$ cat src/rtl/rsel_pkg.sv
// Package: shared mode type and helpers for the one-of-sixteen selector.
// Assumes: nothing beyond IEEE 1800-2017.
package rsel_pkg;

    // Feedback mode: plain linear sequence, or the sequence with the zero state spliced in
    typedef enum logic {
        MODE_PLAIN = 1'b0,
        MODE_FULL  = 1'b1
    } fb_mode_e;

endpackage

$ cat src/rtl/rsel_shift_core.sv
// Module: shift register with two-tap XOR feedback and optional zero-state splice.
// Assumes: TAP_HI > TAP_LO, TAP_HI < WIDTH. The core is made of bits TAP_HI..0;
// bits above TAP_HI are delayed copies. The seed's core part is nonzero.
module rsel_shift_core
    import rsel_pkg::*;
#(
    parameter int          WIDTH  = 16,
    parameter int          TAP_HI = 14,
    parameter int          TAP_LO = 13,
    parameter logic [WIDTH-1:0] SEED = 16'h0001
) (
    input  logic             clk,
    input  logic             rst_n,
    input  logic             step_en,
    input  fb_mode_e         mode,
    output logic [WIDTH-1:0] state_o
);
    localparam int CORE_W = TAP_HI + 1;

    logic [WIDTH-1:0] sr_q;
    logic             lin_bit;
    logic             low_all_zero;
    logic             fb_bit;

    // Linear part of the feedback and detector for "all core stages but the top one are zero"
    always_comb begin
        lin_bit      = sr_q[TAP_HI] ^ sr_q[TAP_LO];
        low_all_zero = ~|sr_q[TAP_HI-1:0];
        fb_bit       = (mode == MODE_FULL) ? (lin_bit ^ low_all_zero) : lin_bit;
    end

    // Register update: reset to seed, hold when idle, otherwise shift toward the MSB
    always_ff @(posedge clk) begin
        if (!rst_n) begin
            sr_q <= SEED;
        end else if (step_en) begin
            sr_q <= {sr_q[WIDTH-2:0], fb_bit};
        end
    end

    assign state_o = sr_q;

    // Records that the previous edge was a reset edge (checker helper only)
    logic rst_prev_q;
    always_ff @(posedge clk) rst_prev_q <= !rst_n;

    assert_seed_R1: assert property (@(posedge clk) disable iff (!rst_n)
        rst_prev_q |-> sr_q == SEED);

    assert_hold_R2: assert property (@(posedge clk) disable iff (!rst_n)
        !step_en |=> $stable(sr_q));

    assert_shift_R3: assert property (@(posedge clk) disable iff (!rst_n)
        step_en |=> sr_q[WIDTH-1:1] == $past(sr_q[WIDTH-2:0]));

    assert_enter_zero_R6: assert property (@(posedge clk) disable iff (!rst_n)
        (step_en && mode == MODE_FULL && sr_q[CORE_W-1:0] == {1'b1, {(CORE_W-1){1'b0}}})
        |=> sr_q[CORE_W-1:0] == '0);

    assert_leave_zero_R6: assert property (@(posedge clk) disable iff (!rst_n)
        (step_en && mode == MODE_FULL && sr_q[CORE_W-1:0] == '0)
        |=> sr_q[CORE_W-1:0] == {{(CORE_W-1){1'b0}}, 1'b1});

    assert_plain_wrap_R4: assert property (@(posedge clk) disable iff (!rst_n)
        (step_en && mode == MODE_PLAIN && sr_q[CORE_W-1:0] == {1'b1, {(CORE_W-1){1'b0}}})
        |=> sr_q[CORE_W-1:0] == {{(CORE_W-1){1'b0}}, 1'b1});

endmodule

$ cat src/rtl/rsel_onehot_dec.sv
// Module: binary index to one-hot decoder.
// Assumes: OUT_N == 2**IDX_W; purely combinational.
module rsel_onehot_dec #(
    parameter int IDX_W = 4,
    parameter int OUT_N = 16
) (
    input  logic [IDX_W-1:0] idx_i,
    output logic [OUT_N-1:0] dec_o
);
    // One comparator per output line
    for (genvar g = 0; g < OUT_N; g++) begin : g_line
        assign dec_o[g] = (idx_i == IDX_W'(g));
    end
endmodule

$ cat src/rtl/rand_onehot_sel.sv
// Module: top of the pseudo-random one-of-sixteen selector.
// Assumes: synchronous active-low reset; the index comes from register bits IDX_LSB+IDX_W-1..IDX_LSB.
module rand_onehot_sel
    import rsel_pkg::*;
#(
    parameter int WIDTH   = 16,
    parameter int TAP_HI  = 14,
    parameter int TAP_LO  = 13,
    parameter int IDX_W   = 4,
    parameter int IDX_LSB = 0
) (
    input  logic                clk,
    input  logic                rst_n,
    input  logic                step_en,
    input  logic                full_cycle,
    output logic [(1<<IDX_W)-1:0] sel_onehot,
    output logic [IDX_W-1:0]    sel_index,
    output logic [WIDTH-1:0]    sr_state
);
    localparam int OUT_N = 1 << IDX_W;

    fb_mode_e mode;
    assign mode = full_cycle ? MODE_FULL : MODE_PLAIN;

    // Sequence generator
    rsel_shift_core #(
        .WIDTH  (WIDTH),
        .TAP_HI (TAP_HI),
        .TAP_LO (TAP_LO),
        .SEED   (WIDTH'(1))
    ) u_core (
        .clk     (clk),
        .rst_n   (rst_n),
        .step_en (step_en),
        .mode    (mode),
        .state_o (sr_state)
    );

    assign sel_index = sr_state[IDX_LSB +: IDX_W];

    // Index decoder
    rsel_onehot_dec #(
        .IDX_W (IDX_W),
        .OUT_N (OUT_N)
    ) u_dec (
        .idx_i (sel_index),
        .dec_o (sel_onehot)
    );

    assert_onehot_R8: assert property (@(posedge clk) disable iff (!rst_n)
        $countones(sel_onehot) == 1 && sel_onehot[sel_index]);

endmodule

$ cat config.mk
export PLATFORM = sky130hd
export DESIGN_NAME = rand_onehot_sel
export DESIGN_NICKNAME = d
export VERILOG_FILES = /design/src/rtl/rsel_pkg.sv /design/src/rtl/rsel_shift_core.sv /design/src/rtl/rsel_onehot_dec.sv /design/src/rtl/rand_onehot_sel.sv
export SDC_FILE = /design/constraint.sdc
export NUM_CORES = 1
export LEC_CHECK = 0
export BUFFER_PORTS_ARGS = -buffer_cell sky130_fd_sc_hd__buf_2
export CAP_MARGIN = 20
export CORE_UTILIZATION = 40
export DETAILED_ROUTE_END_ITERATION = 7
export GPL_TIMING_DRIVEN = 0
export PLACE_DENSITY = 0.74
export SLEW_MARGIN = 30
export SYNTH_ARGS = -nofsm -noshare
export SYNTH_HDL_FRONTEND = slang
export SYNTH_SLANG_ARGS = --single-unit
$ cat constraint.sdc
create_clock -name clk -period 1.15 [get_ports clk]
set_input_delay 0.23 -clock clk [delete_from_list [all_inputs] [get_ports clk]]
set_output_delay 0.23 -clock clk [all_outputs]
set_load 0.005 [all_outputs]
==> results.py <==
metrics = {
    "die": {
        "io_pins": 40,
        "num_rows": 15,
        "start_util_pct": 44.9,
        "die_x_um": 47.2,
        "die_area_mm2": 0.00223,
        "dieHeight_um": 47.2,
        "core_mm2": 0.00182,
    },
    "placed_design": {
        "gp_congestion": 0.680,
        "dpl-instance-area_mm2": 0.00104,
        "io_buffers": 38,
        "dp.cells": 151,
        "post-dp-hpwl_um": 1300,
        "place_ws_ps": -132,
    },
    "detailed_routing": {
        "vias": 774,
        "wl_met3_um": 86,
        "routed_wl_um": 1930,
        "wl_met1_um": 776,
        "wl_met2_um": 1050,
        "wl_per_cell_um": 11.7,
        "first_pass_iters": 3,
        "via_per_inst": 4.69,
        "drc": 0,
        "drt_iter0_markers": 3,
        "antenna_left": 0,
        "highest_layer": "met4",
    },
    "cells_and_area": {
        "drive_above_1_share_pct": 58.6,
        "nFillCells": 159,
        "layout.nets": 145,
        "layoutNonFillerInstCount": 165,
        "largest_reg_flops": 16,
        "register_area_um2": 327,
        "area_delta_synth_final_pct": 56.0,
        "final_area_mm2": 0.00127,
        "n_antenna_cell": 0,
        "mostFrequentLayoutCells": "35 x buf_2, 15 x mux2i_1, 15 x nor2b_1, 14 x buf_4, 11 x dfxtp_1",
        "multi_input_area_um2": 488,
        "final_common_cell": "buf_2",
    },
    "pwr": {
        "peakVddDrop_v": 0.000821,
        "p_leak_uw": 0.000641,
        "power_density_mw_per_mm2": 920,
    },
    "grt": {
        "grt_pass1_wl_um": 2870,
        "grt_pass1_vias": 662,
        "grtUsageTotal_pct": 18.8,
        "grt_start_max_net_pins": 11,
        "grt-ovfl-total": 0,
        "antenna_found_initial": 0,
    },
    "critical_path": {
        "end_kind": "output port",
        "cpPeakStageDelay_ps": 330,
        "critPathBufInv": 2,
        "crit_fanout": 8,
        "required_ps": 920,
        "critPathLaunchType": "register",
        "cp_cell_sequence": "buf_6 > nor4_4 > buf_2",
        "worstPathArrival_ps": 1200,
        "crit_family": "flip-flops",
        "criticalPathCategory": "register to output port",
        "worst_path_max_delay_cell": "dfxtp_2",
    },
    "timing": {
        "fin_crit_sh_pct": 125,
        "hold_violations": 0,
        "timing.final.crit_period_ps": 1430,
        "slew_violations": 0,
        "grt_setup_unrepaired": "true",
        "setup_viol": 20,
        "clock_skew_ps": 3.74,
        "setup-tns-final_ps": -3970,
        "relSlewSlack_pct": 75.2,
        "max_freq_ghz": 0.697,
        "fin_ws_ps": -284,
        "worst_pin_slew_ps": 373,
    },
    "clocking": {
        "clk_path_buf_depth": 2,
        "root_buffer": "clkbuf_4",
        "cts_sinks": 16,
        "clock_latency_ps": 280,
        "htree_num_levels": 1,
        "ctsHoldBuffers": 0,
        "clkTransAtPathRegs_ps": 90,
        "numCtsBuffers": 3,
        "cts_tree": "built",
    },
    "synthesis": {
        "syn_inst": 88,
        "yosysWarnings": 0,
        "synth_seq_cells": 16,
        "async_reset_ff_share_pct": 0,
        "syn_area_per_cell_um2": 9.28,
        "syn-num-nets": 92,
        "synth_cell_types": 19,
        "ys_seq_area_share_pct": 39.2,
        "synth_edf_count": 0,
        "syn_area_um2": 817,
        "synthFlopType": "dfxtp_1",
    },
    "flow_run": {
        "maxCapViolations": 0,
    },
    "hold_path": {
        "worst_hold_path_type": "input port to register",
    },
    "run_status": {
        "violations": "setup timing",
        "status": "complete, but fails checks",
    },
}
==> cell usage after synthesis, types with 2 or more instances <==
| master | instances | area, µm² |
|---|---|---|
| dfxtp_1 | 16 | 320 |
| mux2i_1 | 15 | 150 |
| nor2b_1 | 15 | 93.8 |
| nor2_1 | 9 | 33.8 |
| buf_4 | 6 | 45.0 |
| nor3_1 | 6 | 30.0 |
| nand2b_1 | 4 | 25.0 |
| buf_2 | 3 | 15.0 |
| nand2_1 | 2 | 7.51 |
| nor4_1 | 2 | 12.5 |
| xnor2_1 | 2 | 17.5 |
==> worst paths after layout <==
path,depth (start not counted),slack [ps],start,endpoint
worst max-delay path,3,-280,u_core.state_o[1]$_SDFFE_PN0P_,sel_onehot[0]
worst min-delay path,2,230,rst_n,u_core.state_o[14]$_SDFFE_PN0P_
worst max register to register,6,-230,u_core.state_o[1]$_SDFFE_PN0P_,u_core.state_o[0]$_SDFFE_PN1P_
worst min register to register,2,530,u_core.state_o[15]$_SDFFE_PN0P_,u_core.state_o[15]$_SDFFE_PN0P_
==> logic make-up after synthesis <==
kind of cell              share of synthesized area [%]
DFF                                                39.2
buffers and inverters                              9.65
xor gates and xnor gates                           2.14
muxes                                              18.4
and+or+nand+nor                                    29.1
AOI/OAI and AO/OA                                  1.53
==> layout make-up <==
cell class	count	area share [%]
Inverter	1	0.294
Sequential cell	16	25.6
Timing Repair Buffer	49	23.7
Multi-Input combinational cell	60	38.3
Clock buffer	4	2.85
Tap cell	25	2.45
Buffer	10	6.87
==> what timing repair did <==
item / 4_1_cts / 5_1_grt
endpoints found under the setup margin: 17 / 22
gates resized for setup: 15 / 14
pin swaps: 3 / 4
buffers inserted: 10 / 1
gates cloned: 0 / 0
hold endpoints to repair: 0 / 0
==> per-layer routing <==
| layer | GRT usage [%] | vias up |
|---|---|---|
| li1 | - | 392 |
| met2 | 38.6 | 32 |
| met4 | 6.86 | 0 |
| met1 | 18.2 | 346 |
| met5 | 0 | - |
| met3 | 3.46 | 4 |
==> through the flow <==
stage / power, µW / util (%) / hold slack (ps)
after floorplan: 699 / - / 358
after global placement: 746 / 57.3 / 497
after detailed placement: 749 / 57.3 / 524
after CTS: 1160 / 66.9 / 226
after global routing: 1230 / 70.0 / 228
final: 1170 / 70.0 / 231
==> power breakdown <==
part	internal (µW)	total (µW)	switching, µW
Clock	193	367	174
Sequential	564	571	6.81
Combinational	130	235	105
Total	887	1170	286
Note: power is estimated with default switching activity, not from simulation.
